$ cat config.mk
export PLATFORM = sky130hd
export DESIGN_NAME = sc_host_ctl
export DESIGN_NICKNAME = d
export VERILOG_FILES = /design/src/rtl/sc_pkg.sv /design/src/rtl/sc_rst_sync.sv /design/src/rtl/sc_cfg_seq.sv /design/src/rtl/sc_rx_stat.sv /design/src/rtl/sc_tx_hold.sv /design/src/rtl/sc_host_ctl.sv
export SDC_FILE = /design/constraint.sdc
export NUM_CORES = 1
export LEC_CHECK = 0
export BUFFER_PORTS_ARGS = -buffer_cell sky130_fd_sc_hd__buf_4
export CORE_UTILIZATION = 48
export DETAILED_ROUTE_END_ITERATION = 16
export HOLD_SLACK_MARGIN = 0.08
export PLACE_DENSITY = 0.78
export SLEW_MARGIN = 40
export SYNTH_ARGS = -nofsm -noshare
export SYNTH_HDL_FRONTEND = slang
export SYNTH_SLANG_ARGS = --single-unit
$ cat constraint.sdc
create_clock -name clk -period 1.55 [get_ports clk]
set_input_delay 0.0775 -clock clk [delete_from_list [all_inputs] [get_ports clk]]
set_output_delay 0.0775 -clock clk [all_outputs]
set_load 0.05 [all_outputs]
$ cat src/rtl/sc_pkg.sv
package sc_pkg;
  localparam int DW = 8;

  typedef struct packed {
    logic [1:0] stop;
    logic       even;
    logic       par_en;
    logic [1:0] len;
    logic [1:0] factor;
  } sc_mode_t;

  typedef struct packed {
    logic hunt;
    logic soft_rst;
    logic rts;
    logic err_rst;
    logic brk;
    logic rx_en;
    logic dtr;
    logic tx_en;
  } sc_cmd_t;

  localparam int ST_DSR   = 7;
  localparam int ST_SYNC  = 6;
  localparam int ST_FE    = 5;
  localparam int ST_OE    = 4;
  localparam int ST_PE    = 3;
  localparam int ST_TXE   = 2;
  localparam int ST_RXRDY = 1;
  localparam int ST_TXRDY = 0;
endpackage

$ cat src/rtl/sc_rst_sync.sv
module sc_rst_sync #(
  parameter int STAGES = 2
) (
  input  logic clk,
  input  logic rst_n,
  output logic rst_sync_n
);
  logic [STAGES-1:0] chain_q;

  always_ff @(posedge clk or negedge rst_n) begin
    if (!rst_n) chain_q <= '0;
    else        chain_q <= {chain_q[STAGES-2:0], 1'b1};
  end

  assign rst_sync_n = chain_q[STAGES-1];
endmodule

$ cat src/rtl/sc_cfg_seq.sv
module sc_cfg_seq
  import sc_pkg::*;
#(
  parameter logic [1:0] SYNC_FACTOR = 2'b10
) (
  input  logic          clk,
  input  logic          rst_n,
  input  logic          ctl_wr,
  input  logic [DW-1:0] wdata,
  output sc_mode_t      mode,
  output logic          tx_en,
  output logic          rx_en,
  output logic          brk,
  output logic          rts,
  output logic          dtr,
  output logic          err_clr,
  output logic          soft_rst
);
  sc_mode_t mode_q, mode_d;
  sc_cmd_t  cmd_w;
  logic     wait_q, wait_d;
  logic     tx_q, tx_d, rx_q, rx_d, brk_q, brk_d, rts_q, rts_d, dtr_q, dtr_d;
  logic     errc_q, errc_d, srst_q, srst_d;

  assign cmd_w = sc_cmd_t'(wdata);

  always_comb begin
    mode_d = mode_q;
    wait_d = wait_q;
    tx_d   = tx_q;
    rx_d   = rx_q;
    brk_d  = brk_q;
    rts_d  = rts_q;
    dtr_d  = dtr_q;
    errc_d = 1'b0;
    srst_d = 1'b0;
    if (ctl_wr) begin
      if (wait_q) begin
        mode_d = sc_mode_t'(wdata);
        wait_d = 1'b0;
      end else if (cmd_w.soft_rst) begin
        wait_d = 1'b1;
        tx_d   = 1'b0;
        rx_d   = 1'b0;
        brk_d  = 1'b0;
        rts_d  = 1'b0;
        dtr_d  = 1'b0;
        srst_d = 1'b1;
      end else begin
        tx_d   = cmd_w.tx_en;
        rx_d   = cmd_w.rx_en;
        brk_d  = cmd_w.brk;
        rts_d  = cmd_w.rts;
        dtr_d  = cmd_w.dtr;
        errc_d = cmd_w.err_rst;
      end
    end
  end

  always_ff @(posedge clk or negedge rst_n) begin
    if (!rst_n) begin
      mode_q <= '0;
      wait_q <= 1'b1;
      tx_q   <= 1'b0;
      rx_q   <= 1'b0;
      brk_q  <= 1'b0;
      rts_q  <= 1'b0;
      dtr_q  <= 1'b0;
      errc_q <= 1'b0;
      srst_q <= 1'b0;
    end else begin
      mode_q <= mode_d;
      wait_q <= wait_d;
      tx_q   <= tx_d;
      rx_q   <= rx_d;
      brk_q  <= brk_d;
      rts_q  <= rts_d;
      dtr_q  <= dtr_d;
      errc_q <= errc_d;
      srst_q <= srst_d;
    end
  end

  always_comb begin
    mode = mode_q;
    if (mode_q.factor == 2'b00) mode.factor = SYNC_FACTOR;
  end

  assign tx_en    = tx_q;
  assign rx_en    = rx_q;
  assign brk      = brk_q;
  assign rts      = rts_q;
  assign dtr      = dtr_q;
  assign err_clr  = errc_q;
  assign soft_rst = srst_q;

  AST_MODE_THEN_CMD: assert property (@(posedge clk) disable iff (!rst_n)
    (ctl_wr && wait_q) |=> !wait_q);
  AST_FACTOR_NONZERO: assert property (@(posedge clk) disable iff (!rst_n)
    mode.factor != 2'b00);
  AST_MODEM_ON_WRITE: assert property (@(posedge clk) disable iff (!rst_n)
    !$stable(rts_q) |-> $past(ctl_wr));
  AST_IR_TO_MODE: assert property (@(posedge clk) disable iff (!rst_n)
    (ctl_wr && !wait_q && wdata[6]) |=> (wait_q && !tx_q && !rx_q));
endmodule

$ cat src/rtl/sc_rx_stat.sv
module sc_rx_stat
  import sc_pkg::*;
(
  input  logic          clk,
  input  logic          rst_n,
  input  logic          rx_strobe,
  input  logic          rx_en,
  input  logic [DW-1:0] rx_byte,
  input  logic          rx_fe,
  input  logic          rx_pe,
  input  logic          rd_data,
  input  logic          err_clr,
  input  logic          soft_rst,
  output logic [DW-1:0] hold,
  output logic          rdy,
  output logic          fe,
  output logic          oe,
  output logic          pe
);
  logic [DW-1:0] hold_q, hold_d;
  logic          rdy_q, rdy_d, fe_q, fe_d, oe_q, oe_d, pe_q, pe_d;
  logic          take;

  assign take = rx_strobe && rx_en;

  always_comb begin
    hold_d = hold_q;
    rdy_d  = rdy_q && !rd_data;
    fe_d   = fe_q && !err_clr;
    oe_d   = oe_q && !err_clr;
    pe_d   = pe_q && !err_clr;
    if (take) begin
      hold_d = rx_byte;
      rdy_d  = 1'b1;
      if (rdy_q && !rd_data) oe_d = 1'b1;
      if (rx_fe) fe_d = 1'b1;
      if (rx_pe) pe_d = 1'b1;
    end
    if (soft_rst) begin
      rdy_d = 1'b0;
      fe_d  = 1'b0;
      oe_d  = 1'b0;
      pe_d  = 1'b0;
    end
  end

  always_ff @(posedge clk or negedge rst_n) begin
    if (!rst_n) begin
      hold_q <= '0;
      rdy_q  <= 1'b0;
      fe_q   <= 1'b0;
      oe_q   <= 1'b0;
      pe_q   <= 1'b0;
    end else begin
      hold_q <= hold_d;
      rdy_q  <= rdy_d;
      fe_q   <= fe_d;
      oe_q   <= oe_d;
      pe_q   <= pe_d;
    end
  end

  assign hold = hold_q;
  assign rdy  = rdy_q;
  assign fe   = fe_q;
  assign oe   = oe_q;
  assign pe   = pe_q;

  AST_RX_READY_SET: assert property (@(posedge clk) disable iff (!rst_n)
    (rx_strobe && rx_en && !soft_rst) |=> rdy_q);
  AST_RX_IGNORED: assert property (@(posedge clk) disable iff (!rst_n)
    (!rx_en && !rx_strobe) |=> $stable(hold_q));
  AST_OVERRUN: assert property (@(posedge clk) disable iff (!rst_n)
    (rx_strobe && rx_en && rdy_q && !rd_data && !soft_rst) |=> oe_q);
  AST_ERR_CLEARED: assert property (@(posedge clk) disable iff (!rst_n)
    (err_clr && !rx_strobe) |=> (!fe_q && !oe_q && !pe_q));
endmodule

$ cat src/rtl/sc_tx_hold.sv
module sc_tx_hold
  import sc_pkg::*;
(
  input  logic          clk,
  input  logic          rst_n,
  input  logic          wr_data,
  input  logic [DW-1:0] wdata,
  input  logic          tx_take,
  input  logic          soft_rst,
  output logic [DW-1:0] byte_out,
  output logic          full
);
  logic [DW-1:0] byte_q, byte_d;
  logic          full_q, full_d;

  always_comb begin
    byte_d = byte_q;
    full_d = full_q && !tx_take;
    if (wr_data) begin
      byte_d = wdata;
      full_d = 1'b1;
    end
    if (soft_rst) full_d = 1'b0;
  end

  always_ff @(posedge clk or negedge rst_n) begin
    if (!rst_n) begin
      byte_q <= '0;
      full_q <= 1'b0;
    end else begin
      byte_q <= byte_d;
      full_q <= full_d;
    end
  end

  assign byte_out = byte_q;
  assign full     = full_q;

  AST_TX_LOADED: assert property (@(posedge clk) disable iff (!rst_n)
    (wr_data && !soft_rst) |=> full_q);
  AST_TX_TAKEN: assert property (@(posedge clk) disable iff (!rst_n)
    (tx_take && !wr_data) |=> !full_q);
endmodule

$ cat src/rtl/sc_host_ctl.sv
module sc_host_ctl
  import sc_pkg::*;
#(
  parameter int         RST_STAGES  = 2,
  parameter logic [1:0] SYNC_FACTOR = 2'b10
) (
  input  logic          clk,
  input  logic          rst_n,
  input  logic          bus_sel,
  input  logic          bus_wr,
  input  logic          bus_rd,
  input  logic [DW-1:0] bus_wdata,
  output logic [DW-1:0] bus_rdata,
  input  logic          dsr_n,
  output logic          rts_n,
  output logic          dtr_n,
  output logic [DW-1:0] tx_byte,
  output logic          tx_full,
  input  logic          tx_take,
  input  logic          tx_idle,
  output logic          tx_en,
  output logic          tx_brk,
  input  logic [DW-1:0] rx_byte,
  input  logic          rx_strobe,
  input  logic          rx_fe,
  input  logic          rx_pe,
  output logic          rx_en,
  output logic [1:0]    fmt_stop,
  output logic          fmt_par_en,
  output logic          fmt_par_even,
  output logic [1:0]    fmt_len,
  output logic [1:0]    clk_factor,
  output logic          err_clr
);
  logic          rst_i_n;
  logic          ctl_wr, data_wr, data_rd;
  logic          soft_rst, rts, dtr;
  logic          rx_rdy, fe, oe, pe;
  logic [DW-1:0] rx_hold, status;
  sc_mode_t      mode;

  assign ctl_wr  = bus_wr && bus_sel;
  assign data_wr = bus_wr && !bus_sel;
  assign data_rd = bus_rd && !bus_sel;

  sc_rst_sync #(.STAGES(RST_STAGES)) i_rst (
    .clk(clk), .rst_n(rst_n), .rst_sync_n(rst_i_n)
  );

  sc_cfg_seq #(.SYNC_FACTOR(SYNC_FACTOR)) i_seq (
    .clk(clk), .rst_n(rst_i_n), .ctl_wr(ctl_wr), .wdata(bus_wdata),
    .mode(mode), .tx_en(tx_en), .rx_en(rx_en), .brk(tx_brk),
    .rts(rts), .dtr(dtr), .err_clr(err_clr), .soft_rst(soft_rst)
  );

  sc_rx_stat i_rx (
    .clk(clk), .rst_n(rst_i_n), .rx_strobe(rx_strobe), .rx_en(rx_en),
    .rx_byte(rx_byte), .rx_fe(rx_fe), .rx_pe(rx_pe), .rd_data(data_rd),
    .err_clr(err_clr), .soft_rst(soft_rst), .hold(rx_hold), .rdy(rx_rdy),
    .fe(fe), .oe(oe), .pe(pe)
  );

  sc_tx_hold i_tx (
    .clk(clk), .rst_n(rst_i_n), .wr_data(data_wr), .wdata(bus_wdata),
    .tx_take(tx_take), .soft_rst(soft_rst), .byte_out(tx_byte), .full(tx_full)
  );

  always_comb begin
    status           = '0;
    status[ST_DSR]   = !dsr_n;
    status[ST_SYNC]  = 1'b0;
    status[ST_FE]    = fe;
    status[ST_OE]    = oe;
    status[ST_PE]    = pe;
    status[ST_TXE]   = tx_idle && !tx_full;
    status[ST_RXRDY] = rx_rdy;
    status[ST_TXRDY] = !tx_full;
  end

  assign bus_rdata    = bus_sel ? status : rx_hold;
  assign rts_n        = !rts;
  assign dtr_n        = !dtr;
  assign fmt_stop     = mode.stop;
  assign fmt_par_en   = mode.par_en;
  assign fmt_par_even = mode.even;
  assign fmt_len      = mode.len;
  assign clk_factor   = mode.factor;

  AST_ERRCLR_SINGLE: assert property (@(posedge clk) disable iff (!rst_i_n)
    (err_clr && !ctl_wr) |=> !err_clr);
  AST_TXRDY_STATUS: assert property (@(posedge clk) disable iff (!rst_i_n)
    (data_wr && !soft_rst) |=> (bus_sel || !bus_rd || 1'b1) && !status[ST_TXRDY]);
endmodule

Word-level counts from Yosys, hierarchy flattened
Cells that the tools add are included.

Multiplexer cells: 26. Bitwise gates (word level): 1. Reductions and logical operators: 21.

Operators by type and width (number): $mux W1 (24); $logic_and A1 B1 Y1 (10); $logic_not A1 Y1 (8); $mux W8 (1); $reduce_and A2 Y1 (2); $logic_not A2 Y1 (1); $mux W2 (1); $not A1 Y1 (1).

Register bits after elaboration: 39. Bits of input ports: 27. Output and inout bits: 31. Word-level logic and storage cells: 69.

Longest topological paths before layout
Word-level depth: 7. Gate-level depth with buffers: 4. Mapped depth without buffers: 3.

Modules after synthesis
A second synthesis with hierarchy kept.

Cell total of the unflattened synthesis: 123. Area, all modules: 1741.7 um^2.

Modules (own cells, without submodules): sc_cfg_seq (times used 1, cells each 49, area an instance 704.4 um^2, sequential area each 401.6 um^2); sc_rx_stat (times used 1, cells each 32, area an instance 465.4 um^2, sequential area each 300.3 um^2); sc_tx_hold (times used 1, cells each 21, area an instance 371.6 um^2, sequential area each 225.2 um^2); sc_host_ctl (times used 1, cells each 18, area an instance 146.4 um^2, sequential area each 0.0 um^2); sc_rst_sync (times used 1, cells each 3, area an instance 53.8 um^2, sequential area each 50.0 um^2).

Worst setup path before layout
OpenSTA, ideal clock, no wires.

Path kind: register to output. From: reg i_tx.full_q (netlist: i_tx.full). To: out bus_rdata[0]. Arrival: 1.459 ns. Required time: 1.472 ns. Slack: 0.014 ns. Stages on the path, launching flop included: 2. Path buffers: 0. Cell sequence: dfrtp_1 -> mux2i_1.

Longest elaborated chain between the ends: 2.

RTL lines: from (decl) (line sc_tx_hold.sv:14) `logic full_q, full_d;`; from (signal assigned) (line sc_tx_hold.sv:32) `full_q <= full_d;`; $logic_not A1 Y1 (line sc_host_ctl.sv:77) `status[ST_TXRDY] = !tx_full;`; $mux W8 (line sc_host_ctl.sv:80) `assign bus_rdata = bus_sel ? status : rx_hold;`; to (decl) (line sc_host_ctl.sv:13) `output logic [DW-1:0] bus_rdata,`.

Every way passes these cells.

Final worst setup path
From: reg i_seq.rx_q (netlist: i_seq.rx_en). To: reg i_rx.fe_q (netlist: i_rx.fe).

Longest elaborated chain between the ends: 3.

RTL lines: from (decl) (line sc_cfg_seq.sv:22) `logic tx_q, tx_d, rx_q, rx_d, brk_q, brk_d, rts_q, rts_d, dtr_q, dtr_d;`; from (signal assigned) (line sc_cfg_seq.sv:75) `rx_q <= rx_d;`; $logic_and A1 B1 Y1 (line sc_rx_stat.sv:24) `assign take = rx_strobe && rx_en;`; $mux W1 (line sc_rx_stat.sv:32) `if (take) begin`; $mux W1 (line sc_rx_stat.sv:39) `if (soft_rst) begin`; via i_rx.fe_d (line sc_rx_stat.sv:21) `logic rdy_q, rdy_d, fe_q, fe_d, oe_q, oe_d, pe_q, pe_d;`; to (signal assigned) (line sc_rx_stat.sv:51) `fe_q <= 1'b0;`; to (signal assigned) (line sc_rx_stat.sv:57) `fe_q <= fe_d;`; to (decl) (line sc_rx_stat.sv:21).

The timed path passes the listed nets, and every way through them passes these cells. A chain may end at the register's enable or synchronous reset.

==> results_dict.tcl <==
set metrics [dict create \
    vias_per_cell 4.805 \
    dp_hpwl_mm 2.500 \
    post-route-period-util_pct 88.39 \
    first_global_vias 1314 \
    coreArea_um2 3128 \
    hold_viol 0 \
    register_area_um2 977.2 \
    finalNonFillerCells 251 \
    grt_pass1_wl_mm 6.044 \
    postCtsSetupRepairBufs 0 \
    drt_first_iter_violations 23 \
    synthArstFlopShare_pct 100.0 \
    finalWirelength_mm 3.712 \
    io_pins 58 \
    root_buffer "clkbuf_4" \
    cts_buffer_depth 2 \
    reg2reg_slack_ns 0.18 \
    rsz0062_at_grt "false" \
    dpl.cell_count 220 \
    synth-edff-count 0 \
    ys_seq_area_share_pct 60.17 \
    clk_pin_slew_ns 0.12 \
    cp.arrival_ns 1.61 \
    htreeDepth 2 \
    synth_nets 153 \
    synthTopCellsByArea "dfrtp_1 (59%), mux2_2 (13%), mux2_4 (6.5%)" \
    synth_common_cells "dfrtp_1 (38), mux2_2 (19), nand2_1 (14)" \
    final_antenna_net_count 0 \
    critical_path_peak_fanout 5 \
    antenna_found_initial 0 \
    period_needed_ns 1.370 \
    synth_area_per_cell_um2 12.89 \
    drt-pass1-iter-count 4 \
    cp-start-kind "register" \
    ys_seq_elements 39 \
    netlist.top_cell.by_area "dfrtp_1" \
    crit_type "register to register" \
    fillers 236 \
    power.leakage_uw 0.001172 \
    grt-ovfl-total 0 \
    outcome "completed" \
    diodes 0 \
    finClkSkew_ns 0.008270 \
    clkSinkCount 39 \
    multiInputGateArea_um2 561.8 \
    clk_latency_ns 0.35 \
    synthCells 126 \
    drc 0 \
    start_util_pct 51.92 \
    required_ns 1.79 \
    grt_start_max_net_pins 38 \
    grtUsageTotal_pct 23.68 \
    synth.top_cell.area_share_pct 58.55 \
    synth_ff_type "dfrtp_1" \
    max_cap_viol_count 0 \
    row_count 20 \
    drive_gt1_share_pct 45.89 \
    dieWidth_um 60.17 \
    syn_area_um2 1624 \
    finalNetCount 233 \
    fin_tns_setup_ns 0 \
    worstMarginPinSlew_ns 0.5992 \
    fmax_ghz 0.7299 \
    fp.dieH_um 60.17 \
    globalplace.congestion 0.7390 \
    avgRoutedWirePerCell_um 14.79 \
    setup_viol 0 \
    die-area_um2 3620 \
    cts_tree "yes" \
    ys_types 24 \
    p_per_area_nw_per_um2 1569 \
    hp-class "primary input to register" \
    peakVddDrop_v 0.0009473 \
    yosys_warnings 0 \
    io_buffers 57 \
    layout-area-overhead-vs-synth_pct 45.99 \
    synth_most_common_cell "dfrtp_1" \
    slew_viol_final 0 \
    relSlewSlack_pct 60.06 \
    endpoint_kind "register" \
    cts_buffers 5 \
    vias 1206 \
    cts_resized 0 \
]
-- worst max-delay path, cell delays in order (launching register included) --
cell	delay, ns
dfrtp_1	0.46
a32oi_1	0.19
dlygate4sd3_1	0.58
nor2_1	0.04
-- kinds of logic after synthesis --
kind of cell           Yosys count  synth area share [%]
DFF                             39                 60.17
other                            1                0.2309
AOI/OAI and AO/OA               15                 5.393
buffers and inverters           16                 5.239
and+or+nand+nor                 27                 8.090
muxes                           28                 20.88
-- sequential cells by signal, summed over array words and instances, names as in the netlist --
signal	cells
i_seq.dtr	1
i_tx.full	1
i_rx.hold	8
i_seq.soft_rst	1
i_seq.mode_q	2
i_rx.pe	1
i_rx.fe	1
i_rx.oe	1
i_seq.err_clr	1
i_tx.byte_out	8
i_seq.rx_en	1
i_seq.tx_en	1
i_seq.mode	6
i_rst.chain_q	2
i_rx.rdy	1
i_seq.brk	1
i_seq.wait_q	1
i_seq.rts	1
-- layer usage --
metal	vias to the layer above	wire length [um]	GRT usage [%]
li1	578	-	-
met1	568	1484	27.32
met2	52	1864	40.66
met3	8	272	8.009
met4	0	90	8.306
met5	-	0	0
-- area by class of cell --
class,instances,area share [%]
Clock buffer,5,1.583
Clock inverter,3,1.847
Inverter,8,1.266
Multi-Input combinational cell,71,23.69
Sequential cell,39,41.21
Tap cell,44,2.322
Timing Repair Buffer,81,28.07
-- timing repair --
action	4_1_cts	5_1_grt
hold buffers	23	0
setup endpoints to repair	0	0
endpoints found under the hold margin	34	0
-- through the flow --
| step | hold slack [ns] | instance area [um2] | utilization (%) | power [uW] | setup slack (ns) |
|---|---|---|---|---|---|
| final | 0.1006 | 2371 | 75.80 | 3721 | 0.1800 |
| after global placement | -0.1399 | 2059 | 65.84 | 2944 | 0.3312 |
| after floorplan | -0.2181 | 1624 | - | 2574 | 0.01365 |
| after detailed placement | -0.1388 | 2059 | 65.84 | 3002 | 0.2676 |
| after global routing | 0.09900 | 2371 | 75.80 | 3898 | 0.09985 |
| after CTS | 0.08405 | 2371 | 75.80 | 3741 | 0.1764 |
-- worst paths after layout --
| check | startpoint | cells past startpoint | end |
|---|---|---|---|
| hold / removal | rx_strobe | 3 | i_rx.pe$_DFF_PN0_ |
| hold reg to reg | i_rst.chain_q[1]$_DFF_PN0_ | 1 | i_rx.hold[0]$_DFFE_PN0P_ |
| min in group asynchronous | i_rst.chain_q[1]$_DFF_PN0_ | 1 | i_rx.hold[0]$_DFFE_PN0P_ |
| setup / recovery | i_seq.rx_en$_DFFE_PN0P_ | 3 | i_rx.fe$_DFF_PN0_ |
| max in group asynchronous | rst_n | 3 | i_rst.chain_q[0]$_DFF_PN0_ |
| setup reg to reg | i_seq.rx_en$_DFFE_PN0P_ | 3 | i_rx.fe$_DFF_PN0_ |
-- report_power, final --
part	internal (uW)	switching, uW
Sequential	1280	154
Combinational	594	1010
Clock	339	345
-- cell usage in the layout (no fill, tap or decap) --
cell | netlist | final
nand2_2 | 1 | 1
o21ai_0 | 9 | 9
buf_4 | 4 | 58
nand3_2 | 1 | 1
nand2_1 | 14 | 14
nand3b_1 | 2 | 2
o31ai_1 | 1 | 1
nand2b_1 | 3 | 3
nor2b_1 | 1 | 1
nor2_1 | 4 | 4
clkbuf_4 | 0 | 5
a21oi_1 | 2 | 2
mux2_2 | 19 | 19
bufinv_16 | 0 | 1
a21o_1 | 1 | 1
mux2_4 | 7 | 7
nor3b_1 | 1 | 1
dlygate4sd3_1 | 0 | 23
clkinv_2 | 0 | 1
dfrtp_1 | 38 | 38
a32oi_1 | 2 | 2
conb_1 | 1 | 1
dfstp_2 | 1 | 1
clkinv_4 | 0 | 1
inv_1 | 8 | 8
mux2i_1 | 2 | 2
(Power assumes the default switching activity.)
